--- src/rtl/rj_audio_rx.sv ---
module rj_audio_rx #(
  parameter int SAMPLE_W      = 16,
  parameter int RELEASE_RISES = 9,
  parameter int ZERO_FRAMES   = 16384,
  parameter int SYNC_STAGES   = 2
) (
  input  logic                clk,
  input  logic                rst_n,
  input  logic                sck,
  input  logic                ws,
  input  logic                sd,
  output logic [SAMPLE_W-1:0] out_left,
  output logic [SAMPLE_W-1:0] out_right,
  output logic                out_valid,
  output logic                muted,
  output logic                zero_flag
);
  localparam int REL_W = $clog2(RELEASE_RISES + 1);
  localparam int ZC_W  = $clog2(ZERO_FRAMES + 1);
  localparam logic [REL_W-1:0] REL_MAX  = REL_W'(RELEASE_RISES);
  localparam logic [REL_W-1:0] REL_LAST = REL_W'(RELEASE_RISES - 1);
  localparam logic [ZC_W-1:0]  Z_MAX    = ZC_W'(ZERO_FRAMES);
  localparam logic [ZC_W-1:0]  Z_LAST   = ZC_W'(ZERO_FRAMES - 1);

  logic [SYNC_STAGES:0]   sck_p, ws_p, fill;
  logic [SYNC_STAGES-1:0] sd_p;
  logic [SAMPLE_W-1:0]    shreg, left_q;
  logic [REL_W-1:0]       rise_cnt;
  logic [ZC_W-1:0]        zcnt;

  always_ff @(posedge clk or negedge rst_n)
    if (!rst_n) begin
      sck_p <= '0;
      ws_p  <= '0;
      sd_p  <= '0;
      fill  <= '0;
    end else begin
      sck_p <= {sck_p[SYNC_STAGES-1:0], sck};
      ws_p  <= {ws_p[SYNC_STAGES-1:0], ws};
      sd_p  <= {sd_p[SYNC_STAGES-2:0], sd};
      fill  <= {fill[SYNC_STAGES-1:0], 1'b1};
    end

  wire armed       = fill[SYNC_STAGES];
  wire sck_rise    = armed &  sck_p[SYNC_STAGES-1] & ~sck_p[SYNC_STAGES];
  wire ws_rise     = armed &  ws_p[SYNC_STAGES-1]  & ~ws_p[SYNC_STAGES];
  wire ws_fall     = armed & ~ws_p[SYNC_STAGES-1]  &  ws_p[SYNC_STAGES];
  wire sd_s        = sd_p[SYNC_STAGES-1];
  wire one_bit     = sck_rise & sd_s;
  wire release_now = ws_rise & (rise_cnt >= REL_LAST);

  always_ff @(posedge clk or negedge rst_n)
    if (!rst_n) begin
      shreg  <= '0;
      left_q <= '0;
    end else begin
      if (sck_rise) shreg  <= {shreg[SAMPLE_W-2:0], sd_s};
      if (ws_fall)  left_q <= shreg;
    end

  always_ff @(posedge clk or negedge rst_n)
    if (!rst_n) begin
      rise_cnt  <= '0;
      muted     <= 1'b1;
      out_valid <= 1'b0;
      out_left  <= '0;
      out_right <= '0;
    end else begin
      out_valid <= release_now;
      if (ws_rise && rise_cnt != REL_MAX) rise_cnt <= rise_cnt + 1'b1;
      if (release_now) begin
        muted     <= 1'b0;
        out_left  <= left_q;
        out_right <= shreg;
      end
    end

  always_ff @(posedge clk or negedge rst_n)
    if (!rst_n) begin
      zcnt      <= '0;
      zero_flag <= 1'b1;
    end else if (one_bit) begin
      zcnt      <= '0;
      zero_flag <= 1'b0;
    end else if (ws_rise && zcnt != Z_MAX) begin
      zcnt <= zcnt + 1'b1;
      if (zcnt == Z_LAST) zero_flag <= 1'b1;
    end
endmodule


--- config.mk ---
export PLATFORM = sky130hd
export DESIGN_NAME = rj_audio_rx
export DESIGN_NICKNAME = d
export VERILOG_FILES = /design/src/rtl/rj_audio_rx.sv
export SDC_FILE = /design/constraint.sdc
export NUM_CORES = 1
export LEC_CHECK = 0
export ABC_AREA = 1
export BUFFER_PORTS_ARGS = -buffer_cell sky130_fd_sc_hd__buf_2
export CORE_MARGIN = 4
export CORE_UTILIZATION = 60
export CTS_CLUSTER_DIAMETER = 50
export DETAILED_ROUTE_END_ITERATION = 6
export GPL_ROUTABILITY_DRIVEN = 0
export PLACE_DENSITY = 0.92
export SYNTH_ARGS = -nofsm -noshare
export SYNTH_HDL_FRONTEND = slang
export SYNTH_SLANG_ARGS = --single-unit
--- constraint.sdc ---
create_clock -name clk -period 2.5 [get_ports clk]
set_input_delay 0.5 -clock clk [delete_from_list [all_inputs] [get_ports clk]]
set_output_delay 0.5 -clock clk [all_outputs]
set_load 0.02 [all_outputs]
# == Word level (Yosys, flattened, before mapping) ==
# Cells that the tools add are included.
# word_totals
output_inout_bits,35
wordCells,40
in_bits,5
ff_bits,97
# classes
reduce_logical,5
addsub,2
bitwise,11
n_mux,5
eq_ne,3
n_lt_le_gt_ge,1
# ops
op,count
$mux 15,2
$add 15x1->15 const B,1
$eq 15x14->1 const B,1
$ne 15x15->1 const B,1
$and 1x1->1,8
$add 4x1->4 const B,1
$ge 4x4->1 const B,1
$ne 4x4->1 const B,1
$reduce_bool 2->1,2
$mux 1,3
$not 1->1,3
$logic_and 1x1->1,2
$reduce_and 2->1,1

# == Depth between registers and ports, before layout ==
# Gate-level depths: netlist of run 1.
# depth
depth_word,5
mapped_depth,13
ltp_nobuf,12

# == Least setup slack after synthesis of run 1 ==
# No wires, ideal clock.
# synth_timing
kind,register -> register
startpoint,reg zcnt[0]
endpoint,reg zcnt[10]
stages_incl_launch_ff,14
path_buffers,1
setup_slack_ps,1084
arrival_time_ps,1350
required_ps,2434
synth_period_minus_slack_ps,1416
path_cell_list,dfrtp_1 > inv_1 > ha_1 > nand2_1 > inv_1 > nand2_1 > nor2_1 > nand2_1 > nand2_1 > nand2_2 > inv_2 > buf_6 > nand2_1 > nand2_1
# synth_between
elab_chain_len,3
word_cells_on_any_way,6
# synth_lines
element,line,text
from (decl),29,logic [ZC_W-1:0] zcnt;
from (signal assigned),86,zcnt <= zcnt + 1'b1;
$add 15x1->15 / $ne 15x15->1 (equally long branches),"86, 85",
$mux 15 / $logic_and 1x1->1 (equally long branches),85,end else if (ws_rise && zcnt != Z_MAX) begin
$mux 15 / $reduce_bool 2->1 (equally long branches),--,
# Parallel ways exist; a longest one is shown, timed or not. The select of a mux whose other input is x is not followed.
# A chain may end at the register's enable or synchronous reset.

# == Worst setup path after layout of run 1 ==
# layout_timing
startpoint,reg fill[2]
endpoint,reg out_right[4]
# layout_between
elab_chain_len,3
# layout_lines
element,line,text
from (decl),25,"logic [SYNC_STAGES:0] sck_p, ws_p, fill;"
from (signal assigned),41,"fill <= {fill[SYNC_STAGES-1:0], 1'b1};"
$and 1x1->1 (2 in a row),46,wire ws_rise = armed & ws_p[SYNC_STAGES-1] & ~ws_p[SYNC_STAGES];
$and 1x1->1,50,wire release_now = ws_rise & (rise_cnt >= REL_LAST);
to (signal assigned),74,out_right <= shreg;
to (decl),13,"output logic [SAMPLE_W-1:0] out_right,"
# No other way between the ends.

==> results.md, run 1 <==
- Final critical delay including setup and external delays: 1820 ps
- Portion of netlist area occupied by mux cells: 0%
- Post-synth top area share: between 50% and 60%
- CTS tree: done
- Max Clk Rate: 550 MHz
- Final number of max-transition violations: 0
- Switching fraction of total power: between 20% and 30%
- Unrepaired setup endpoints after global routing: false
- Setup Viol. Count Final: 0
- Inserted Clock Buffers: 9
- Final #Nets: between 400 and 500
- Clock Sink Count: between 90 and 100
- Fraction of layout instances using a drive strength above 1: between 10 and 15%
- Number of vias after detailed routing: just over 3000
- Via/cell ratio: approximately 5.5
- Part of the power in combinational logic: a little over an eighth
- Number of post-CTS setup repair buffers: 0
- Dominant cells by area after synthesis: sky130_fd_sc_hd__dfrtp_1, sky130_fd_sc_hd__nand2_1, sky130_fd_sc_hd__o21ai_0
- Pre-antenna DRT Iters: 5
- Clock skew after layout: between 10 and 15 ps
- Largest family of logic cells by synthesized area: simple AND/OR/NAND/NOR gates
- Clk network pwr share: 31.6%
- Internal: approximately 2.4 mW
- Maximum resistive drop on vdd: between 0.5 and 0.6 mV
- Register share of total power: 55.0%
- Die boundary width: between 80 and 90 µm
- Total standard cell area after synthesis: about 4000 µm²
- Max-cap violations: 0
- Area of the core region: 6420 µm²
- Fin util: ~70%
- Initial antenna violation count: 0
- Switch Pwr: 969 µW
- Total area of multi-input combinational cells: ~1300 µm²
- Crit path largest cell delay: about 380 ps
- Initial cell density of the core: 62.2%
- Critical Path End Type: register
- Net count after synthesis: 450
- Cell type group with the largest total delay on the critical path: simple AND/OR/NAND/NOR gates
- Worst-path cell chain: inv_2, nor3_4, inv_2, nor2_8, inv_2, nand2_1, o21ai_1
- Global-route wire length before repair: roughly 13 mm
- PostCTS Resize Cnt: 0
- First DRT Iteration DRCs: ~300
- Total congestion overflow: 0
- Top fanout value on the critical path: just under 50
- Count of different cell masters after synthesis: 22
- Final Instance Area: approximately 4400 µm²
- Post-synthesis compound-gate area fraction: 6.99%
- Sequential cell area: 2430 µm²
- Insertion delay to the later sink of the worst-skew pair: 370 ps
- Routed wire length: just over 8 mm
- Actual slew at the worst max-slew pin: approximately 770 ps
- Number of buffers between clock root and the deepest sink: 2
- Count of boundary I/O pins: 40
- Final Hold Fails: 0
- Minimum setup slack after placement: just under 700 ps
- Required arrival time at the worst endpoint: between 2000 and 3000 ps
- Area fraction in and, or, nand and nor cells after synthesis: a little under a quarter
- CTS H-Tree Depth: 3
- Area leader, netlist: sky130_fd_sc_hd__dfrtp_1
- Number of remaining DRC errors: 0
- Portion of the post-synthesis area used by sequential elements: between 60% and 70%
- Number of global-route vias before repair: 2932
- Worst hold margin: between 100 and 150 ps
- Pin count of the biggest net entering global routing: 52
- Die area: between 8000 and 9000 µm²
- Total power divided by cell area: between 700 and 800 nW/µm²
- Leak: between 2 and 2.5 nW
- Final Non-Filler Cells: 560
- Overall power consumption: approximately 3.3 mW
- Critical Path Start Type: register
- Die H: between 80 and 90 µm
- Overall global routing resource usage: a little over a fifth
- Adder and majority cell fraction of the synthesized area: under 10%
- Most used cells in the layout excluding fill and tap cells: sky130_fd_sc_hd__nand2_1, sky130_fd_sc_hd__dfrtp_1, sky130_fd_sc_hd__o21ai_0
- Clock Tree Root: sky130_fd_sc_hd__clkbuf_8
- Setup Total Neg Slack: 0 ps
- Std-Cell Rows: 29
- Signed area change from the synthesized netlist to the final layout: 11.3%
- Commonest non-fill, non-tap cell in the layout: sky130_fd_sc_hd__nand2_1
- Tightest slew margin relative to the limit: about half
- Remaining number of nets flagged by the antenna check after routing: 0
- Detail Placement HPWL: ~5.5 mm
- Slack of the critical path: 682 ps
- Buffers and inverters on the worst path: 3
- Clock-pin slew on the worst setup and hold paths: roughly 100 ps
- Fill cell instance count of the final layout: 441
- Number of placed instances with taps included: around 540
- Cell repeated most along the worst path: sky130_fd_sc_hd__inv_2
- Quantity of hold-fixing buffers added after cts: 0
- Run status: finished clean
- Endpoint arrival time on the critical path: 2040 ps
- Yosys warns: 0
- Post-route fraction of the period consumed by the critical path: 72.7%
- Port Buffers: 39
- Count of mapped cells out of synthesis: 440
- Flops & latches, synth: a little under 100
- Worst min path class: input port to asynchronous set/reset pin
- Synth Area in XOR/XNOR: under 10%
- Antenna diode count: 0
- Wire length per cell after detailed routing: 14.5 µm
- CP max stage cell: sky130_fd_sc_hd__dfrtp_1
- Cell area after placement: around 4200 µm²
- Mean area per synthesized cell: approximately 9.1 µm²
- Start-to-end type of the worst setup path: register to register
==> cells in the mapped netlist <==
library cell	n
sky130_fd_sc_hd__xnor2_1	2
sky130_fd_sc_hd__nor2_8	1
sky130_fd_sc_hd__buf_2	5
sky130_fd_sc_hd__clkbuf_1	7
sky130_fd_sc_hd__conb_1	1
sky130_fd_sc_hd__nand3_1	16
sky130_fd_sc_hd__inv_1	37
sky130_fd_sc_hd__inv_2	4
sky130_fd_sc_hd__a21oi_2	1
sky130_fd_sc_hd__nor2_1	28
sky130_fd_sc_hd__dfstp_2	2
sky130_fd_sc_hd__nand2_2	1
sky130_fd_sc_hd__or2_2	1
sky130_fd_sc_hd__ha_1	5
sky130_fd_sc_hd__xor2_1	5
sky130_fd_sc_hd__o21ai_0	39
sky130_fd_sc_hd__nand4_1	12
sky130_fd_sc_hd__buf_6	3
sky130_fd_sc_hd__dfrtp_1	95
sky130_fd_sc_hd__o21ai_1	15
sky130_fd_sc_hd__nor3_4	2
sky130_fd_sc_hd__nand2_1	158
==> kinds of logic after synthesis <==
| logic type | count (synthesis) |
|---|---|
| simple gates | 219 |
| fa+ha+maj | 5 |
| compound gates | 55 |
| buf+inv | 56 |
| xor+xnor | 7 |
| other cells | 1 |
| flops | 97 |
==> power groups by stage <==
| stage | sequential (mW) | clock [mW] | combinational (mW) |
|---|---|---|---|
| after floorplan | 1.90 | 0 | 0.253 |
| after global placement | 1.85 | 0 | 0.421 |
| after detailed placement | 1.86 | 0 | 0.448 |
| after CTS | 1.83 | 1.08 | 0.455 |
| after global routing | 1.86 | 1.14 | 0.512 |
| final | 1.84 | 1.06 | 0.449 |
==> sequential cells by signal, summed over array words and instances, names as in the netlist <==
signal and count:
left_q 16, rise_cnt 4, out_left 16, sck_p 3, shreg 16, out_right 16, muted 1, sd_p 2
zcnt 15, fill 3, zero_flag 1, ws_p 3, out_valid 1
==> final cells by class <==
class	instances	area share (%)
sequential	97	54.6
multi-input combinational	287	29.8
timing repair buffer	42	5.23
inverter	41	3.46
clock buffer	10	3.10
tap	77	2.17
clock inverter	6	1.60
==> final timing paths <==
path	from	endpoint	slack, ps	cells after the start
max	fill[2]$_DFF_PN0_	out_right[4]$_DFFE_PN0P_	680	7
min	rst_n	zcnt[10]$_DFFE_PN0P_	120	1
max reg2reg	fill[2]$_DFF_PN0_	out_right[4]$_DFFE_PN0P_	680	7
min reg2reg	fill[1]$_DFF_PN0_	fill[2]$_DFF_PN0_	360	0
max in group asynchronous	rst_n	shreg[12]$_DFFE_PN0N_	1710	2
min in group clk	sck	sck_p[0]$_DFF_PN0_	240	1
==> layer usage <==
layer | routed length, µm | share of wire, % | GRT usage [%] | vias to the layer above
li1 | - | - | - | 1454
met3 | 493 | 6.1 | 3.92 | 26
met5 | 0 | 0 | 0 | -
met1 | 3390 | 42 | 28.8 | 1468
met4 | 271 | 3.3 | 12.7 | 0
met2 | 3980 | 49 | 34.4 | 114
(Power assumes the default switching activity.)
==> run 2: changes to the inputs <==
- CORE_UTILIZATION: 60 -> 52
- PLACE_DENSITY: 0.92 -> 0.85
- clock period: 2.5 -> 1.5 ns (I/O delays scaled with it)
==> run 2 against run 1 <==
Against the previous run: the flow now finishes with violations (negative setup slack); combinational power rose by 96%; sequential share of layout area fell by 3.6 points; register-to-register slack got worse by 730 ps; highest routed layer unchanged; sequential power rose by 66%; worst hold slack got worse by 88 ps; final area rose by 7.0%; critical path depth rose by 5; clock-buffer cell count fell by 1; first-iteration DRC count fell by 19%; clock skew fell by 2.4 ps; final cell count rose by 7.5%.
==> results.md, run 2 (synthesized netlist as in run 1, its figures left out) <==
- Minimum setup slack after placement: -144 ps (was 674 ps)
- Global-route wire length before repair: 14.2 mm (was 13.4 mm)
- Maximum resistive drop on vdd: 0.763 mV (was 0.533 mV)
- Final Instance Area: 4760 µm² (was 4450 µm²)
- Uppermost routed layer: met4 (unchanged)
- Worst-path cell chain: inv_2, ha_4, nand2_2, inv_2, nand2_2, nor2_2, nand2_1, nand2_2, nand2_4, buf_6, nand2_2, nand2_1 (was inv_2, nor3_4, inv_2, nor2_8, inv_2, nand2_1, o21ai_1)
- Insertion delay to the later sink of the worst-skew pair: 370 ps (about the same)
- Antenna diode count: 0 (unchanged)
- Number of vias after detailed routing: 3093 (was 3062)
- Crit path largest cell delay: 410 ps (was 380 ps)
- Critical Path End Type: register (unchanged)
- CTS tree: done (unchanged)
- CP max stage cell: sky130_fd_sc_hd__dfrtp_1 (unchanged)
- Initial cell density of the core: 54.2% (was 62.2%)
- Max Clk Rate: 646 MHz (was 550 MHz)
- Number of global-route vias before repair: 2978 (was 2932)
- Met1 wire length: 3.67 mm (was 3.39 mm)
- Cell repeated most along the worst path: sky130_fd_sc_hd__nand2_2 (was sky130_fd_sc_hd__inv_2)
- Number of placed instances with taps included: 579 (was 544)
- Setup Total Neg Slack: -118 ps (was 0 ps)
- Pre-antenna DRT Iters: 5 (unchanged)
- Post-route fraction of the period consumed by the critical path: 103% (was 72.7%)
- Die area: 9150 µm² (was 8030 µm²)
- Wire length per cell after detailed routing: 14.3 µm (was 14.5 µm)
- Met3 Routed Length: 459 µm (was 493 µm)
- Number of remaining DRC errors: 0 (unchanged)
- Run status: finished with violations (was finished clean)
- Endpoint arrival time on the critical path: 1820 ps (was 2040 ps)
- Signed area change from the synthesized netlist to the final layout: 19.2% (was 11.3%)
- Total power divided by cell area: 1190 nW/µm² (was 751 nW/µm²)
- Clock-pin slew on the worst setup and hold paths: 110 ps (was 100 ps)
- Final #Nets: 508 (was 488)
- Total congestion overflow: 0 (unchanged)
- Clock Tree Root: sky130_fd_sc_hd__clkbuf_8 (unchanged)
- Fraction of layout instances using a drive strength above 1: 21.3% (was 14.5%)
- Routed wire length: 8.58 mm (was 8.13 mm)
- Die boundary width: 95.6 µm (was 89.6 µm)
- Pin count of the biggest net entering global routing: 38 (was 52)
- Required arrival time at the worst endpoint: 1770 ps (was 2720 ps)
- Final critical delay including setup and external delays: 1550 ps (was 1820 ps)
- Leak: 2.46 nW (was 2.32 nW)
- Violations in the final reports: negative setup slack
- Count of boundary I/O pins: 40 (unchanged)
- Setup Viol. Count Final: 4 (was 0)
- Final Hold Fails: 0 (unchanged)
- Most used cells in the layout excluding fill and tap cells: sky130_fd_sc_hd__nand2_1, sky130_fd_sc_hd__dfrtp_1, sky130_fd_sc_hd__o21ai_0, sky130_fd_sc_hd__buf_2, sky130_fd_sc_hd__inv_1 (was sky130_fd_sc_hd__nand2_1, sky130_fd_sc_hd__dfrtp_1, sky130_fd_sc_hd__o21ai_0)
- Via/cell ratio: 5.14 (was 5.47)
- CTS H-Tree Depth: 3 (unchanged)
- Overall global routing resource usage: 20.4% (was 21.9%)
- Commonest non-fill, non-tap cell in the layout: sky130_fd_sc_hd__nand2_1 (unchanged)
- Number of buffers between clock root and the deepest sink: 2 (unchanged)
- Start-to-end type of the worst setup path: register to register (unchanged)
- Cell area after placement: 4400 µm² (was 4240 µm²)
- Inserted Clock Buffers: 9 (unchanged)
- Buffers and inverters on the worst path: 3 (unchanged)
- Overall power consumption: 5.64 mW (was 3.34 mW)
- Die H: 95.6 µm (was 89.6 µm)
- Wire length on met2: 4.30 mm (was 3.98 mm)
- Detail Placement HPWL: 5.68 mm (was 5.46 mm)
- Max-cap violations: 0 (unchanged)
- Final Non-Filler Cells: 602 (was 560)
- Std-Cell Rows: 31 (was 29)
- Remaining number of nets flagged by the antenna check after routing: 0 (unchanged)
- Port Buffers: 39 (unchanged)
- Initial antenna violation count: 0 (unchanged)
- Critical Path Start Type: register (unchanged)
- Unrepaired setup endpoints after global routing: true (was false)
- Worst hold margin: 33.5 ps (was 122 ps)
- Top fanout value on the critical path: 5 (was 49)
- Area of the core region: 7370 µm² (was 6420 µm²)
- Cell type group with the largest total delay on the critical path: simple AND/OR/NAND/NOR gates (unchanged)
- Slack of the critical path: -46.9 ps (was 682 ps)
- First DRT Iteration DRCs: 245 (was 302)
- Final number of max-transition violations: 0 (unchanged)
- Fin util: 64.6% (was 69.2%)
- Clock skew after layout: 10.5 ps (was 12.9 ps)
- Worst min path class: input port to register (was input port to asynchronous set/reset pin)
- Clock Sink Count: 97 (unchanged)
-- run 2: changes by cell type in the layout (fill, tap and decap cells not counted), moves of 3 or more --
| cell | before | now |
|---|---|---|
| sky130_fd_sc_hd__buf_4 | 3 | 17 |
| sky130_fd_sc_hd__nand2_2 | 1 | 5 |
| sky130_fd_sc_hd__inv_1 | 37 | 34 |
| sky130_fd_sc_hd__buf_12 | 1 | 4 |
| sky130_fd_sc_hd__nor2_1 | 28 | 22 |
| sky130_fd_sc_hd__nand2_1 | 158 | 152 |
| sky130_fd_sc_hd__nor2_2 | 0 | 4 |
| sky130_fd_sc_hd__inv_8 | 0 | 3 |
-- run 2: what timing repair did --
action,in CTS,in global routing
setup buffers,3,3
hold buffers,1,0
resized for setup,9,22
hold endpoints to repair,10,0
pin swaps,2,6
endpoints found under the setup margin,15,16
-- run 2: layout make-up --
class	instances	area, µm²
clock inverter	7	81.3
sequential	97	2430
multi-input combinational	287	1410
fill	568	2610
timing repair buffer	62	430
tap	99	124
clock buffer	9	124
inverter	41	161
-- run 2: metal layers --
| metal | up-vias | track usage, % |
|---|---|---|
| met4 | 0 | 7.94 |
| met3 | 15 | 5.13 |
| met5 | - | 0 |
| met2 | 84 | 33.0 |
| li1 | 1494 | - |
| met1 | 1500 | 26.5 |
-- run 2: worst paths after layout --
path                       slack, ps                start  depth (start not counted)             endpoint
setup / recovery                 -50  zcnt[0]$_DFFE_PN0P_                         12  zcnt[7]$_DFFE_PN0P_
hold / removal                    30                  sck                          1   sck_p[0]$_DFF_PN0_
setup reg to reg                 -50  zcnt[0]$_DFFE_PN0P_                         12  zcnt[7]$_DFFE_PN0P_
hold reg to reg                  360    ws_p[0]$_DFF_PN0_                          0    ws_p[1]$_DFF_PN0_
max in group asynchronous        600                rst_n                          3    muted$_DFFE_PN1P_
min in group asynchronous        320                rst_n                          2  zcnt[8]$_DFFE_PN0P_
-- run 2: worst register-to-register path, cell delays in order (launching register included) --
cell	delay [ps]
sky130_fd_sc_hd__dfrtp_1	410
sky130_fd_sc_hd__inv_2	90
sky130_fd_sc_hd__ha_4	130
sky130_fd_sc_hd__nand2_2	50
sky130_fd_sc_hd__inv_2	50
sky130_fd_sc_hd__nand2_2	40
sky130_fd_sc_hd__nor2_2	110
sky130_fd_sc_hd__nand2_1	90
sky130_fd_sc_hd__nand2_2	120
sky130_fd_sc_hd__nand2_4	100
sky130_fd_sc_hd__buf_6	150
sky130_fd_sc_hd__nand2_2	50
sky130_fd_sc_hd__nand2_1	40
-- run 2: report_power, final --
group	switching [mW]	internal (mW)
sequential	0.175	2.88
combinational	0.560	0.320
clock	1.03	0.674
==> run 3: changes to the inputs <==
- ABC_AREA: 1 -> default
- PLACE_DENSITY: 0.85 -> 0.86
==> run 3 against run 2 <==
Against the previous run: the flow still finishes with violations (negative setup slack); sequential share of layout area down 3.7 points; critical path depth down 7; critical endpoint is now zcnt[12]$_DFFE_PN0P_; final cell count down 22%; core utilization up 9.3 points; global-route usage about the same; first-iteration DRC count down 2.4%; final area up 7.8%; area after synthesis down 4.7%; highest routed layer unchanged; clock skew up 6.8 ps; worst hold slack better by 9.4 ps; non-clock buffer count up 32; clock power up 8%.
==> results.md, run 3 <==
- Post-synthesis compound-gate area fraction: 2.89% (was 6.99%)
- Run status: finished with violations (unchanged)
- Synth Area in XOR/XNOR: 1.61% (was 1.54%)
- Inserted Clock Buffers: 9 (unchanged)
- Die boundary width: 93.6 µm (was 95.6 µm)
- Total power divided by cell area: 1250 nW/µm² (was 1190 nW/µm²)
- Fraction of registers with async set or reset after synthesis: 100% (unchanged)
- Register share of total power: 52.5% (was 54.2%)
- Clock Sink Count: 97 (unchanged)
- Commonest cells post-synth: sky130_fd_sc_hd__dfrtp_1, sky130_fd_sc_hd__mux2_2, sky130_fd_sc_hd__nand2_1, sky130_fd_sc_hd__a21oi_1, sky130_fd_sc_hd__nor2_1 (was sky130_fd_sc_hd__nand2_1, sky130_fd_sc_hd__dfrtp_1, sky130_fd_sc_hd__o21ai_0, sky130_fd_sc_hd__inv_1, sky130_fd_sc_hd__nor2_1)
- Max Clk Rate: 553 MHz (was 646 MHz)
- Total congestion overflow: 0 (unchanged)
- Antenna diode count: 0 (unchanged)
- Final #Nets: 378 (was 508)
- Die area: 8750 µm² (was 9150 µm²)
- Total standard cell area after synthesis: 3810 µm² (was 3990 µm²)
- Crit path largest cell delay: 470 ps (was 410 ps)
- Overall power consumption: 6.40 mW (was 5.64 mW)
- Net count after synthesis: 282 (was 450)
- Mean area per synthesized cell: 14.0 µm² (was 9.08 µm²)
- Switching fraction of total power: 30.5% (was 31.3%)
- Worst hold margin: 42.9 ps (was 33.5 ps)
- Setup Viol. Count Final: 51 (was 4)
- Count of boundary I/O pins: 40 (unchanged)
- Port Buffers: 39 (unchanged)
- Final number of max-transition violations: 0 (unchanged)
- Start-to-end type of the worst setup path: register to register (unchanged)
- Area fraction in and, or, nand and nor cells after synthesis: 8.88% (was 23.0%)
- Final critical delay including setup and external delays: 1810 ps (was 1550 ps)
- Max-cap violations: 0 (unchanged)
- Ys flop type: sky130_fd_sc_hd__dfrtp_1 (unchanged)
- Area leader, netlist: sky130_fd_sc_hd__dfrtp_1 (unchanged)
- Final Hold Fails: 0 (unchanged)
- CP max stage cell: sky130_fd_sc_hd__dfrtp_1 (unchanged)
- Dominant cells by area after synthesis: sky130_fd_sc_hd__dfrtp_1, sky130_fd_sc_hd__mux2_2, sky130_fd_sc_hd__ha_1 (was sky130_fd_sc_hd__dfrtp_1, sky130_fd_sc_hd__nand2_1, sky130_fd_sc_hd__o21ai_0)
- Global-route wire length before repair: 13.7 mm (was 14.2 mm)
- Wire length per cell after detailed routing: 20.1 µm (was 14.3 µm)
- Worst min path class: input port to register (unchanged)
- Overall global routing resource usage: 20.4% (about the same)
- Flops & latches, synth: 97 (unchanged)
- Critical Path Start Type: register (unchanged)
- Clk network pwr share: 28.7% (was 30.2%)
- Insertion delay to the later sink of the worst-skew pair: 370 ps (about the same)
- Clock skew after layout: 17.3 ps (was 10.5 ps)
- Part of the power in combinational logic: 18.8% (was 15.6%)
- Die H: 93.6 µm (was 95.6 µm)
- Count leader, synth: sky130_fd_sc_hd__dfrtp_1 (was sky130_fd_sc_hd__nand2_1)
- Slack of the worst reg-to-reg path: -310 ps (was -50 ps)
- Fin util: 73.9% (was 64.6%)
- Largest family of logic cells by synthesized area: multiplexers (was simple AND/OR/NAND/NOR gates)
- Number of flops mapped to enable cells by yosys: 0 (unchanged)
- Endpoint arrival time on the critical path: 2100 ps (was 1820 ps)
- Unrepaired setup endpoints after global routing: true (unchanged)
- Fraction of layout instances using a drive strength above 1: 55.5% (was 21.3%)
- Worst-path cell chain: ha_2, nand2_1, or4_4, or3_4, a21oi_2 (was inv_2, ha_4, nand2_2, inv_2, nand2_2, nor2_2, nand2_1, nand2_2, nand2_4, buf_6, nand2_2, nand2_1)
- Pre-antenna DRT Iters: 4 (was 5)
- Clock-pin slew on the worst setup and hold paths: 90 ps (was 110 ps)
- Number of global-route vias before repair: 2772 (was 2978)
- Count of different cell masters after synthesis: 35 (was 22)
- Leak: 2.63 nW (was 2.46 nW)
- Final Instance Area: 5130 µm² (was 4760 µm²)
- CTS H-Tree Depth: 3 (unchanged)
- Launch instance of the worst register-to-register path: zcnt[1]$_DFFE_PN0P_ (was zcnt[0]$_DFFE_PN0P_)
- Most used cells in the layout excluding fill and tap cells: sky130_fd_sc_hd__dfrtp_1, sky130_fd_sc_hd__mux2_2, sky130_fd_sc_hd__buf_2 (was sky130_fd_sc_hd__nand2_1, sky130_fd_sc_hd__dfrtp_1, sky130_fd_sc_hd__o21ai_0, sky130_fd_sc_hd__buf_2, sky130_fd_sc_hd__inv_1)
- Portion of the post-synthesis area used by sequential elements: 63.8% (was 60.8%)
- Post-route fraction of the period consumed by the critical path: 121% (was 103%)
- Violations in the final reports: negative setup slack (unchanged)
- Pin count of the biggest net entering global routing: 36 (was 38)
- Number of remaining DRC errors: 0 (unchanged)
- Adder and majority cell fraction of the synthesized area: 1.64% (was 1.57%)
- Top fanout value on the critical path: 4 (was 5)
- Number of placed instances with taps included: 431 (was 579)
- CTS tree: done (unchanged)
- Post-synth top area share: 62.5% (was 59.5%)
- Std-Cell Rows: 30 (was 31)
- Number of vias after detailed routing: 2666 (was 3093)
- Via/cell ratio: 5.68 (was 5.14)
- Commonest non-fill, non-tap cell in the layout: sky130_fd_sc_hd__dfrtp_1 (was sky130_fd_sc_hd__nand2_1)
- Initial cell density of the core: 54.8% (was 54.2%)
- Critical path startpoint: zcnt[1]$_DFFE_PN0P_ (was zcnt[0]$_DFFE_PN0P_)
- First DRT Iteration DRCs: 239 (was 245)
- Number of buffers between clock root and the deepest sink: 2 (unchanged)
- Detail Placement HPWL: 4.78 mm (was 5.68 mm)
- Yosys warns: 0 (unchanged)
- Critical Path End Type: register (unchanged)
- Routed wire length: 9.42 mm (was 8.58 mm)
- Final Non-Filler Cells: 469 (was 602)
- Count of mapped cells out of synthesis: 272 (was 440)
- Required arrival time at the worst endpoint: 1790 ps (was 1770 ps)
- Clock Tree Root: sky130_fd_sc_hd__clkbuf_8 (unchanged)
- Internal: 4.45 mW (was 3.87 mW)
- Signed area change from the synthesized netlist to the final layout: 34.8% (was 19.2%)
- Initial antenna violation count: 0 (unchanged)
- Cell area after placement: 4410 µm² (was 4400 µm²)
- Maximum resistive drop on vdd: 0.973 mV (was 0.763 mV)
- Area of the core region: 6940 µm² (was 7370 µm²)
- Portion of netlist area occupied by mux cells: 19.2% (was 0%)
- Switch Pwr: 1.95 mW (was 1.77 mW)
- Hold Path Origin: sck (unchanged)
- Remaining number of nets flagged by the antenna check after routing: 0 (unchanged)
- Slack of the critical path: -310 ps (was -46.9 ps)
## run 3: metal layers
layer,vias up,share of wire (%),GRT usage [%]
met3,32,4.1,2.17
met4,0,2.9,8.66
li1,1155,-,-
met1,1379,40,25.3
met5,-,0,0
met2,100,53,36.2
## run 3: repair_timing
item	CTS	global route
setup buffers	14	9
endpoints found under the hold margin	26	0
setup endpoints to repair	37	58
pin swaps	6	19
hold buffers	1	0
gates cloned	3	2
gates resized for setup	35	36
## run 3: kinds of logic (layout without fill, tap and decap cells)
logic type | count (synthesis) | in the layout
XOR/XNOR | 7 | 7
flip-flops | 97 | 97
multiplexers | 65 | 65
AND/OR/NAND/NOR | 60 | 60
buffers and inverters | 17 | 118
other | 1 | 1
AO/OA/AOI/OAI | 20 | 20
adder cells (fa/ha/maj) | 5 | 5
## run 3: path summary, 6_finish.rpt
kind                                        end  cells past startpoint
max in group asynchronous     muted$_DFFE_PN1P_                      3
max reg2reg                zcnt[12]$_DFFE_PN0P_                      5
min in group asynchronous   zcnt[8]$_DFFE_PN0P_                      2
min                          sck_p[0]$_DFF_PN0_                      1
max                        zcnt[12]$_DFFE_PN0P_                      5
min reg2reg                   fill[1]$_DFF_PN0_                      0
## run 3: area by class of cell
type	count	area, µm²
flip-flops and latches	97	2430
fillers	387	1810
multi-input cells	158	1520
repair buffers	94	813
clock buffers	9	124
well taps	96	120
clock inverters	7	96.3
inverters	8	30.0
## run 3: metrics by stage
stage	setup slack, ps	TNS, ps
CTS	-224	-5330
floorplan	-104	-270
global placement	-160	-980
detailed placement	-209	-2470
finish	-310	-9050
global route	-342	-11610
## run 3: power groups by stage
stage,clock (mW),combinational (mW),sequential [mW]
after detailed placement,0,0.985,3.35
after global routing,1.97,1.30,3.41
after floorplan,0,0.487,3.42
after global placement,0,0.930,3.32
after CTS,1.85,1.13,3.32
final,1.84,1.20,3.36
## run 3: critical path, delay by kind of cell, from the launching register on
kind / cells / cell delay [ps]
and+or+nand+nor: 3 / 920
DFF: 1 / 470
adders and majority gates: 1 / 220
AOI/OAI and AO/OA: 1 / 130
